--- config.mk ---
export PLATFORM = sky130hd
export DESIGN_NAME = udma_out_rx
export DESIGN_NICKNAME = d
export VERILOG_FILES = /design/src/rtl/udma_rx_pkg.sv /design/src/rtl/udma_rx_sync.sv /design/src/rtl/udma_rx_fifo.sv /design/src/rtl/udma_rx_ctrl.sv /design/src/rtl/udma_out_rx.sv
export SDC_FILE = /design/constraint.sdc
export NUM_CORES = 1
export LEC_CHECK = 0
export BUFFER_PORTS_ARGS = -buffer_cell sky130_fd_sc_hd__buf_2
export CAP_MARGIN = 20
export CORE_ASPECT_RATIO = 1.75
export CORE_MARGIN = 2
export CORE_UTILIZATION = 55
export CTS_BUF_LIST = sky130_fd_sc_hd__clkbuf_8
export CTS_CLUSTER_DIAMETER = 80
export DETAILED_ROUTE_END_ITERATION = 6
export GPL_TIMING_DRIVEN = 0
export HOLD_SLACK_MARGIN = 0.05
export PLACE_DENSITY = 0.75
export SLEW_MARGIN = 20
export SYNTH_ARGS = -nofsm -noshare
export SYNTH_HDL_FRONTEND = slang
export SYNTH_HIERARCHICAL = 1
export SYNTH_SLANG_ARGS = --single-unit
--- constraint.sdc ---
create_clock -name clk -period 3.91 [get_ports clk]
set_input_delay 1.173 -clock clk [delete_from_list [all_inputs] [get_ports clk]]
set_output_delay 1.173 -clock clk [all_outputs]
set_load 0.02 [all_outputs]
--- src/rtl/udma_rx_pkg.sv ---
package udma_rx_pkg;
    typedef enum logic [1:0] {
        RX_IDLE     = 2'd0,
        RX_ACTIVE   = 2'd1,
        RX_STOPPING = 2'd2
    } rx_state_e;
endpackage

--- src/rtl/udma_rx_sync.sv ---
// Multi-stage synchroniser for a vector of asynchronous inputs.
module udma_rx_sync #(
    parameter int W      = 1,
    parameter int STAGES = 2
) (
    input  logic         clk,
    input  logic         rst_n,
    input  logic [W-1:0] d_in,
    output logic [W-1:0] q_out
);
    logic [STAGES-1:0][W-1:0] pipe_d, pipe_q;

    always_comb begin
        pipe_d[0] = d_in;
        for (int i = 1; i < STAGES; i++) begin
            pipe_d[i] = pipe_q[i-1];
        end
    end

    always_ff @(posedge clk or negedge rst_n) begin
        if (!rst_n) pipe_q <= '0;
        else        pipe_q <= pipe_d;
    end

    assign q_out = pipe_q[STAGES-1];
endmodule

--- src/rtl/udma_rx_fifo.sv ---
// Count-based circular FIFO; push on full and pop on empty are ignored.
module udma_rx_fifo #(
    parameter int W     = 16,
    parameter int DEPTH = 16,
    localparam int AW   = $clog2(DEPTH),
    localparam int CW   = $clog2(DEPTH + 1)
) (
    input  logic          clk,
    input  logic          rst_n,
    input  logic          push,
    input  logic [W-1:0]  wdata,
    input  logic          pop,
    output logic [W-1:0]  rdata,
    output logic [CW-1:0] count
);
    typedef struct packed {
        logic [AW-1:0] wr;
        logic [AW-1:0] rd;
        logic [CW-1:0] cnt;
    } fifo_st_t;

    fifo_st_t   f_d, f_q;
    logic [W-1:0] mem [DEPTH];
    logic       do_push, do_pop;

    function automatic logic [AW-1:0] wrap_inc(input logic [AW-1:0] p);
        return (p == AW'(DEPTH - 1)) ? '0 : p + 1'b1;
    endfunction

    always_comb begin
        f_d     = f_q;
        do_push = push && (f_q.cnt != CW'(DEPTH));
        do_pop  = pop && (f_q.cnt != '0);
        if (do_push) f_d.wr = wrap_inc(f_q.wr);
        if (do_pop)  f_d.rd = wrap_inc(f_q.rd);
        f_d.cnt = f_q.cnt + CW'(do_push) - CW'(do_pop);
    end

    always_ff @(posedge clk or negedge rst_n) begin
        if (!rst_n) f_q <= '0;
        else        f_q <= f_d;
    end

    always_ff @(posedge clk) begin
        if (do_push) mem[f_q.wr] <= wdata;
    end

    assign rdata = mem[f_q.rd];
    assign count = f_q.cnt;
endmodule

--- src/rtl/udma_rx_ctrl.sv ---
// Burst sequencing, edge detection, flow control and overflow tracking.
module udma_rx_ctrl
    import udma_rx_pkg::*;
#(
    parameter int W      = 16,
    parameter int DEPTH  = 16,
    parameter int SLACK  = 4,
    parameter int QUIET  = 8,
    localparam int CW    = $clog2(DEPTH + 1),
    localparam int QW    = $clog2(QUIET + 1)
) (
    input  logic          clk,
    input  logic          rst_n,
    input  logic          burst_en,
    input  logic          stb,
    input  logic [W-1:0]  dat,
    input  logic          stop,
    input  logic          pop,
    input  logic [CW-1:0] fifo_cnt,
    output logic          push,
    output logic [W-1:0]  push_data,
    output logic          ready,
    output logic          done,
    output logic          overflow,
    output logic          busy
);
    typedef struct packed {
        rx_state_e     state;
        logic          stb_prev;
        logic [QW-1:0] quiet;
        logic          ready;
        logic          done;
        logic          ovf;
    } ctrl_st_t;

    ctrl_st_t      r_d, r_q;
    logic          edge_seen, capture, full, pop_ok;
    logic [CW-1:0] cnt_nx;

    always_comb begin
        r_d          = r_q;
        r_d.done     = 1'b0;
        r_d.stb_prev = stb;
        edge_seen    = stb ^ r_q.stb_prev;
        full         = (fifo_cnt == CW'(DEPTH));
        capture      = edge_seen && (r_q.state != RX_IDLE);
        push         = capture && !full;
        push_data    = dat;
        if (capture && full) r_d.ovf = 1'b1;

        unique case (r_q.state)
            RX_IDLE: begin
                if (burst_en) r_d.state = RX_ACTIVE;
            end
            RX_ACTIVE: begin
                if (stop) begin
                    r_d.state = RX_STOPPING;
                    r_d.quiet = '0;
                end
            end
            RX_STOPPING: begin
                if (edge_seen) begin
                    r_d.quiet = '0;
                end else if (r_q.quiet == QW'(QUIET - 1)) begin
                    r_d.state = RX_IDLE;
                    r_d.quiet = '0;
                    r_d.done  = 1'b1;
                end else begin
                    r_d.quiet = r_q.quiet + 1'b1;
                end
            end
            default: r_d.state = RX_IDLE;
        endcase

        pop_ok    = pop && (fifo_cnt != '0);
        cnt_nx    = fifo_cnt + CW'(push) - CW'(pop_ok);
        r_d.ready = (r_d.state == RX_ACTIVE) &&
                    ((CW'(DEPTH) - cnt_nx) > CW'(SLACK));
    end

    always_ff @(posedge clk or negedge rst_n) begin
        if (!rst_n) r_q <= '{state: RX_IDLE, default: '0};
        else        r_q <= r_d;
    end

    assign ready    = r_q.ready;
    assign done     = r_q.done;
    assign overflow = r_q.ovf;
    assign busy     = (r_q.state != RX_IDLE);
endmodule

--- src/rtl/udma_out_rx.sv ---
module udma_out_rx #(
    parameter int DATA_W       = 16,
    parameter int FIFO_DEPTH   = 16,
    parameter int SYNC_STAGES  = 2,
    parameter int READY_SLACK  = 4,
    parameter int QUIET_CYCLES = 8,
    localparam int CNT_W       = $clog2(FIFO_DEPTH + 1)
) (
    input  logic              clk,
    input  logic              rst_n,
    input  logic              burst_en,
    input  logic              hstrobe,
    input  logic [DATA_W-1:0] hdata,
    input  logic              hstop,
    input  logic              rd_en,
    output logic              ddmardy,
    output logic [DATA_W-1:0] rd_data,
    output logic              rd_valid,
    output logic              busy,
    output logic              burst_done,
    output logic              overflow
);
    logic [DATA_W:0]   bus_sync;
    logic              stop_sync;
    logic              push;
    logic [DATA_W-1:0] push_data;
    logic [CNT_W-1:0]  fifo_cnt;

    // Strobe and data share one chain so each word stays aligned with its edge.
    udma_rx_sync #(.W(DATA_W + 1), .STAGES(SYNC_STAGES)) u_bus_sync (
        .clk(clk), .rst_n(rst_n), .d_in({hstrobe, hdata}), .q_out(bus_sync)
    );

    udma_rx_sync #(.W(1), .STAGES(SYNC_STAGES)) u_stop_sync (
        .clk(clk), .rst_n(rst_n), .d_in(hstop), .q_out(stop_sync)
    );

    udma_rx_ctrl #(
        .W(DATA_W), .DEPTH(FIFO_DEPTH), .SLACK(READY_SLACK), .QUIET(QUIET_CYCLES)
    ) u_ctrl (
        .clk(clk), .rst_n(rst_n), .burst_en(burst_en),
        .stb(bus_sync[DATA_W]), .dat(bus_sync[DATA_W-1:0]),
        .stop(stop_sync), .pop(rd_en), .fifo_cnt(fifo_cnt),
        .push(push), .push_data(push_data), .ready(ddmardy),
        .done(burst_done), .overflow(overflow), .busy(busy)
    );

    udma_rx_fifo #(.W(DATA_W), .DEPTH(FIFO_DEPTH)) u_fifo (
        .clk(clk), .rst_n(rst_n), .push(push), .wdata(push_data),
        .pop(rd_en), .rdata(rd_data), .count(fifo_cnt)
    );

    assign rd_valid = (fifo_cnt != '0);
endmodule

Word-level counts from Yosys, hierarchy flattened --
Memories as Yosys holds them, arrays and structs flattened. Index checks and enable logic that the tools add are counted.
Storage, ports and cells: output and inout port bits 21, register bits after elaboration 59, memories kept 1, memory bits (writable) 256
Memory list:
- u_fifo.mem | depth 16, width 16, read ports 1, clocked after Yosys merged registers in 0, write ports 1, line udma_rx_fifo.sv:23 | logic [W-1:0] mem [DEPTH];
Cells by class: equality and inequality tests 9, magnitude comparators 1, add/sub/neg operators 8, reductions and logical operators 12, bitwise logic cells 1, multiplexer cells 16
Operators by type and width (number):
- 4-bit two-way mux | 5
- 4-bit by 1-bit adder with 4-bit output (second input constant) | 3
- 5-bit by 1-bit adder with 5-bit output | 2
- 5-bit by 1-bit subtractor with 5-bit output | 2
- 4-bit equality test (second input constant) | 2
- 2-bit two-way mux | 4
- 4-bit case mux with 2 select lines | 1
- 1-bit logical AND | 6
- 2-bit case mux with 3 select lines | 1
- 5-bit equality test (second input constant) | 1
- 5-bit by 3-bit greater-than comparator with 1-bit output (second input constant) | 1
- 1-bit two-way mux | 5
- 5-bit != test (second input constant) | 1
- 5-bit nonzero test | 1
- 5-bit subtractor (first input constant) | 1
- 2-bit by 1-bit equality test with 1-bit output (second input constant) | 2
- 4-bit by 3-bit equality test with 1-bit output (second input constant) | 1
- 2-bit nonzero test | 2
- 2-bit equality test (second input constant) | 1
- 2-bit logical NOT | 1
- 2-bit != test (second input constant) | 1
- 2-bit AND reduction | 1
- 1-bit logical NOT | 1
- 1-bit XOR | 1

Longest topological paths before layout --
Gate-level depths: netlist of run 1.
word-level depth 8, depth in mapped cells 17, gate-level depth less buffers 16

By module --
Netlist of run 1, hierarchy kept.
Modules (own cells, without submodules):
- udma_rx_fifo | instances 1, cells each 562, area each 10864.2 um^2
- udma_rx_sync at u_bus_sync | instances 1, cells each 34, area each 850.8 um^2
- udma_rx_ctrl | instances 1, cells each 80, area each 758.2 um^2
- udma_rx_sync at u_stop_sync | instances 1, cells each 2, area each 50.0 um^2
- udma_out_rx | instances 1, cells each 3, area each 12.5 um^2

Least setup slack after synthesis of run 1 --
Ideal clock, no wire load.
kind register to register, start reg u_fifo.f_q, in the netlist u_fifo/count[2], end mem u_fifo.mem[0][0], enable pin, buffers on the path 1, path slack 0.725 ns, arrival 2.776 ns, setup time 0.409 ns, data required time 3.501 ns, cell stages (with the launch flop) 10, cell sequence dfrtp_1 -> buf_4 -> inv_1 -> ha_1 -> inv_1 -> nor4b_1 -> nor3_1 -> o21a_1 -> nand2_1 -> nor3_1
Between the ends: word-level cells in the longest chain between the ends 6, elaborated cells on any way between the ends 7, classes of those cells eq/ne: 2; mux: 2; reduce/logical: 3
Ends and longest elaborated chain:
- from (decl) | line udma_rx_fifo.sv:22 | fifo_st_t f_d, f_q;
- from (signal assigned) | line udma_rx_fifo.sv:40 | if (!rst_n) f_q <= '0;
- from (signal assigned) | line udma_rx_fifo.sv:41 | else f_q <= f_d;
- 5-bit equality test | line udma_rx_ctrl.sv:45 | full = (fifo_cnt == CW'(DEPTH));
- 1-bit logical NOT | line udma_rx_ctrl.sv:47 | push = capture && !full;
- 1-bit logical AND | line udma_rx_ctrl.sv:47
- net push | line udma_out_rx.sv:25 | logic push;
- 1-bit logical AND | line udma_rx_fifo.sv:32 | do_push = push && (f_q.cnt != CW'(DEPTH));
- 1-bit two-way mux | line udma_rx_fifo.sv:45 | if (do_push) mem[f_q.wr] <= wdata;
- 1-bit two-way mux (not written as such) | line udma_rx_fifo.sv:45
- to (decl) | line udma_rx_fifo.sv:23
The timed path passes the listed nets, and every way through them passes these cells.

Worst setup path in the final report of run 1 --
start reg u_fifo/f_q[6] (netlist bit), end out rd_data[6]
Between the ends: word-level cells in the longest chain between the ends 1
Ends and longest elaborated chain:
- memory 16 x 16 bit
- to (decl) | line udma_out_rx.sv:17 | output logic [DATA_W-1:0] rd_data,
Every way passes these cells.

==> results of run 1 <==
-- sequential cells by signal (all words and copies together), names as in the netlist --
signal	cells
u_fifo/mem	256
u_bus_sync/pipe_d	17
u_bus_sync/q_out	17
u_fifo/f_q	8
u_ctrl/r_q	7
u_fifo/count	5
u_ctrl/done	1
u_ctrl/overflow	1
u_ctrl/ready	1
u_stop_sync/pipe_d	1
u_stop_sync/q_out	1
-- worst min-delay path by stage --
stage,start,end,cells past startpoint
after floorplan,u_bus_sync/pipe_d[17],u_bus_sync/q_out[0],0
after global placement,u_bus_sync/pipe_d[17],u_bus_sync/q_out[0],0
after detailed placement,u_bus_sync/pipe_d[28],u_bus_sync/q_out[11],0
after CTS,u_bus_sync/pipe_d[24],u_bus_sync/q_out[7],0
after global routing,u_bus_sync/pipe_d[33],u_bus_sync/q_out[16],0
final,u_bus_sync/pipe_d[24],u_bus_sync/q_out[7],0
-- worst max-delay path: stages (launching register included) --
cell,delay (ns)
dfrtp_1,0.35
buf_2,0.22
clkbuf_1,0.55
mux4_2,0.42
a22oi_1,0.18
nand2_1,0.12
buf_2,0.18
-- power breakdown --
| part | switching [mW] | internal, mW |
|---|---|---|
| logic | 2.09 | 1.35 |
| registers | 0.125 | 3.92 |
| clock network | 1.10 | 1.23 |
-- routing by layer --
metal	vias to the layer above	routed length, um	track usage, %	share of wire [%]
li1	2857	-	-	-
met1	3316	8860	23.7	35
met2	219	14400	41.1	57
met3	72	1030	2.66	4.0
met4	0	1080	11.2	4.3
met5	-	0	0	0
-- synthesized netlist by cell type (all sizes together), types with 2 or more instances --
cell type	number	area, um2
a21o	4	30.0
nand4b	2	17.5
a221oi	32	455
clkbuf	4	15.0
nand3b	3	22.5
ha	17	213
mux2i	64	641
dfrtp	59	1480
a22oi	17	128
a31oi	2	12.5
nor3	6	30.0
o41ai	2	17.5
nand2b	5	31.3
mux4	32	721
xnor2	6	60.1
xor2	4	35.0
o21ai	22	114
nor2	16	60.1
nand3	5	25.0
fa	2	40.0
nand2	33	126
buf	46	347
a21oi	4	20.0
edfxtp	256	7690
inv	22	82.6
-- layout make-up --
class	instances	share of cell area, %
Sequential cell	315	64.7
Multi-Input combinational cell	293	21.0
Clock buffer	44	4.27
Timing Repair Buffer	58	2.98
Tap cell	300	2.65
Buffer	50	2.57
Clock inverter	25	1.28
Inverter	23	0.609
-- metrics by stage --
| stage | worst slack, ns | instances | setup TNS, ns |
|---|---|---|---|
| after floorplan | 0.725 | 681 | 0 |
| after global placement | -0.359 | 1023 | -20.75 |
| after detailed placement | 0.553 | 1039 | 0 |
| after CTS | 0.0230 | 1108 | 0 |
| after global routing | 0.0843 | 1108 | 0 |
| final | 0.187 | 1108 | 0 |
-- kinds of logic (layout without fill, tap and decap cells) --
logic type / count (synthesis) / in the layout / share of synthesized area, %
flip-flops: 315 / 315 / 73.1
XOR/XNOR: 10 / 10 / 0.759
adder cells (fa/ha/maj): 19 / 19 / 2.02
AO/OA/AOI/OAI: 91 / 91 / 6.73
AND/OR/NAND/NOR: 77 / 77 / 2.96
multiplexers: 96 / 96 / 10.9
buffers and inverters: 73 / 200 / 3.57
-- what timing repair did --
item | CTS | global route
hold endpoints to repair | 0 | 0
gates resized for setup | 0 | 3
endpoints found under the setup margin | 0 | 5
-- cell usage in the layout, fill, tap and decap left out, drive strengths merged, types with 17 or more instances in the layout --
cell type,count
edfxtp,256
buf,102
mux2i,64
dfrtp,59
clkbuf,50
nand2,33
mux4,32
a221oi,32
inv,30
o21ai,22
ha,17
a22oi,17
==> results.py, run 1 <==
metrics = {
    "status": {
        "outcome": "finished clean",
    },
    "clocking": {
        "cts_buffer_depth": 3,
        "ctsHoldBuffers": 0,
        "clkLatencyLatePin_ns": 0.52,
        "cts_buffers": 40,
        "post_cts_buffers": 0,
        "clock_sinks": 315,
        "cts_tree": "done",
        "cts.reportedPaths.clkPinSlew_ns": 0.06,
        "cts_root_buf": "clkbuf_8",
        "h-tree-depth": 2,
    },
    "critical_path": {
        "arrival_ns": 2.55,
        "critical_path_required_ns": 2.74,
        "critPathCapture": "rd_data[6]",
        "cp-end-kind": "output pin",
        "r2r-end": "u_fifo/mem[1][14]",
        "rrSetupSlack_ns": 0.53,
        "critPathLaunchType": "register",
        "reg2regPathDepth": 10,
        "worst_r2r_startpoint": "u_fifo/count[2]",
        "path_max_fanout": 10,
        "path_class": "reg -> out",
        "cp-startpoint": "u_fifo/f_q[6]",
    },
    "placement": {
        "gp_congestion": 0.812,
        "dpl.hpwl_mm": 17.7,
        "io_buffer_count": 42,
        "placed_area_mm2": 0.0134,
    },
    "timing": {
        "hold-worst-slack_ns": 0.348,
        "finalCritPeriodShare_pct": 95.2,
        "setup-violations-final": 0,
        "hold_viol_final": 0,
        "fmax_ghz": 0.269,
        "drv_slew": 0,
        "period_needed_ns": 3.72,
        "grt_setup_unrepaired": "no",
        "worst_pin_slew_ns": 0.902,
        "timing.slew.headroom_pct": 39.5,
        "skew_ns": 0.0122,
    },
    "global_route": {
        "antenna_found_initial": 0,
        "track_usage_pct": 21.8,
        "grt_overflow_total": 0,
        "grt_pass1_wl_mm": 39.1,
        "grt_pass1_vias": 7048,
        "grt_max_degree": 60,
    },
    "floorplan": {
        "dieWidth_um": 118,
        "ios": 43,
        "core_mm2": 0.0226,
        "initial_utilization_pct": 55.6,
        "die_y_um": 204,
        "dieArea_mm2": 0.0241,
        "placementRows": 73,
    },
    "synthesis": {
        "syn_area_mm2": 0.0125,
        "syn_area_per_cell_um2": 18.4,
        "ys.warnings.count": 6,
        "async_flop_share_pct": 18.7,
        "ys_seq_elements": 315,
        "yosysUniqueCellTypes": 50,
        "synth_nets": 722,
        "synth_flop_cell": "edfxtp_1",
        "postSynthCellCount": 681,
        "yosysSeqAreaShare_pct": 73.1,
        "synth_edf_count": 256,
    },
    "layout": {
        "fin_nets": 822,
        "drive_gt1_share_pct": 29.7,
        "diodes": 0,
        "multi_input_area_mm2": 0.00297,
        "final_area_mm2": 0.0142,
        "utilization_pct": 62.8,
        "nFillCells": 1580,
        "syn_to_final_growth_pct": 13.1,
        "seq_area_mm2": 0.00916,
    },
    "pwr": {
        "irDropWorstVdd_v": 0.000544,
        "total_power_mw": 9.81,
        "power.leakage_nw": 5.20,
        "powerDensity_mw_per_mm2": 692,
    },
    "job": {
        "drv_cap": 0,
    },
    "routing": {
        "wirelength_mm": 25.4,
        "ant_nets": 0,
        "vias": 6464,
        "drt-pass1-iter-count": 5,
        "drtIter0Drc": 419,
        "drc": 0,
        "viasPerCell": 5.83,
        "wl_per_cell_um": 22.9,
    },
    "min_path": {
        "hp-class": "reg -> reg",
    },
}
Power figures use the tool's default switching activity.
==> run 2: changes to the inputs <==
PLACE_DENSITY = 0.8   (was 0.75)
==> run 2 against run 1 <==
  * Final area is 0.40% higher
  * Sequential power hardly changed
  * Register-to-register slack worse by 0.08 ns
  * Non-clock buffer count is 1 higher
  * Count of clock-buffer cells in the layout is 5 higher
  * Worst hold slack hardly changed
  * Critical path depth stayed put
  * Clock skew is 0.0076 ns higher
  * Critical path type unchanged
==> results.py, run 2 (synthesis results as in run 1) <==
metrics = {
    "routing": {
        "drt-pass1-iter-count": 5,
        "drc": 0,
        "vias": 6477,
        "wirelength_mm": 25.0,
        "drtIter0Drc": 471,
        "viasPerCell": 5.80,
        "wl_per_cell_um": 22.4,
        "ant_nets": 0,
    },
    "timing": {
        "fmax_ghz": 0.262,
        "setup-violations-final": 0,
        "worst_slack_ns": 0.0881,
        "hold_viol_final": 0,
        "timing.slew.headroom_pct": 42.2,
        "period_needed_ns": 3.82,
        "grt_setup_unrepaired": "no",
        "skew_ns": 0.0199,
        "drv_slew": 0,
        "worst_pin_slew_ns": 0.867,
        "finalCritPeriodShare_pct": 97.7,
    },
    "placement": {
        "gp_congestion": 0.839,
        "dp.cells": 1040,
        "dpl.hpwl_mm": 17.2,
        "io_buffer_count": 42,
        "dp_slack_ns": 0.428,
    },
    "global_route": {
        "grt_overflow_total": 0,
        "grt_pass1_vias": 6955,
        "grt_max_degree": 60,
        "antenna_found_initial": 0,
        "track_usage_pct": 21.4,
        "grt_pass1_wl_mm": 38.8,
    },
    "floorplan": {
        "dieArea_mm2": 0.0241,
        "initial_utilization_pct": 55.6,
        "die_y_um": 204,
        "ios": 43,
        "core_mm2": 0.0226,
        "placementRows": 73,
        "dieWidth_um": 118,
    },
    "critical_path": {
        "crit_family": "buffers and inverters",
        "critPathLaunchType": "register",
        "crit_slowest_cell": "buf_1",
        "crit_top_cell": "buf_2",
        "critical_path_required_ns": 2.74,
        "critPathMaxStageDelay_ns": 0.55,
        "path_class": "reg -> out",
        "path_buf_inv": 3,
        "arrival_ns": 2.65,
        "path_max_fanout": 10,
        "worstPathCellList": "buf_2 > buf_1 > mux4_2 > a22oi_1 > nand2_1 > buf_2",
        "cp-end-kind": "output pin",
    },
    "clocking": {
        "clkLatencyLatePin_ns": 0.55,
        "cts_buffer_depth": 3,
        "clock_sinks": 315,
        "cts_buffers": 42,
        "h-tree-depth": 2,
        "post_cts_buffers": 0,
        "cts_tree": "done",
        "cts_root_buf": "clkbuf_8",
        "ctsHoldBuffers": 0,
        "cts.reportedPaths.clkPinSlew_ns": 0.07,
    },
    "pwr": {
        "powerDensity_mw_per_mm2": 697,
        "irDropWorstVdd_v": 0.000506,
        "power.leakage_nw": 5.24,
    },
    "status": {
        "outcome": "finished clean",
    },
    "job": {
        "drv_cap": 0,
    },
    "layout": {
        "stdcell_count": 1117,
        "largest_register_ffs": 256,
        "mostFrequentLayoutCells": "edfxtp_1 (256), mux2i_1 (64), dfrtp_1 (59)",
        "final_common_cell": "edfxtp_1",
        "syn_to_final_growth_pct": 13.5,
        "drive_gt1_share_pct": 30.0,
        "regMostFlops": "u_fifo/mem",
        "diodes": 0,
        "fin_nets": 825,
    },
    "min_path": {
        "hp-class": "reg -> reg",
    },
}
-- run 2: metal layers --
metal | vias up | part of all wire, % | track usage [%] | routed length [um]
li1 | 2867 | - | - | -
met1 | 3277 | 35 | 23.5 | 8640
met2 | 256 | 56 | 39.7 | 14100
met3 | 77 | 4.3 | 2.52 | 1070
met4 | 0 | 4.8 | 12.3 | 1190
met5 | - | 0 | 0 | 0
-- run 2: path summary, 6_finish.rpt --
| path | slack (ns) | depth (start not counted) | start | to |
|---|---|---|---|---|
| max in group asynchronous | 2.71 | 1 | rst_n | u_bus_sync/pipe_d[24] |
| min | 0.35 | 0 | u_bus_sync/pipe_d[24] | u_bus_sync/q_out[7] |
| min in group asynchronous | 0.70 | 1 | rst_n | u_bus_sync/pipe_d[20] |
| min reg2reg | 0.35 | 0 | u_bus_sync/pipe_d[24] | u_bus_sync/q_out[7] |
| max | 0.09 | 6 | u_fifo/f_q[6] | rd_data[3] |
| max reg2reg | 0.45 | 17 | u_fifo/count[2] | u_fifo/count[4] |
-- run 2: what timing repair did --
action	CTS	global route
resized for setup	0	1
setup endpoints to repair	0	4
endpoints found under the hold margin	0	0
-- run 2: cell type report --
type	count	area, um2
buffer	50	363
clock buffer	49	674
clock inverter	28	193
fill	1501	8330
inverter	23	86.3
tap	300	375
multi-input combinational	293	2970
timing repair buffer	59	400
sequential	315	9160
-- run 2: through the flow --
stage	setup TNS, ns	power, mW	hold WS [ns]	util (%)	cell area (um2)
global placement	-16.34	7.30	0.332	58.2	13100
finish	0	9.92	0.348	63.1	14200
floorplan	0	6.50	0.331	-	12500
global route	0	10.3	0.354	63.1	14200
CTS	0	9.99	0.348	63.1	14200
detailed placement	0	7.49	0.335	59.2	13400
-- run 2: where the power goes --
group          leakage [nW]  internal (mW)  switching [mW]
clock                 0.484           1.34            1.14
combinational          1.74           1.34            2.04
sequential             3.01           3.92           0.124
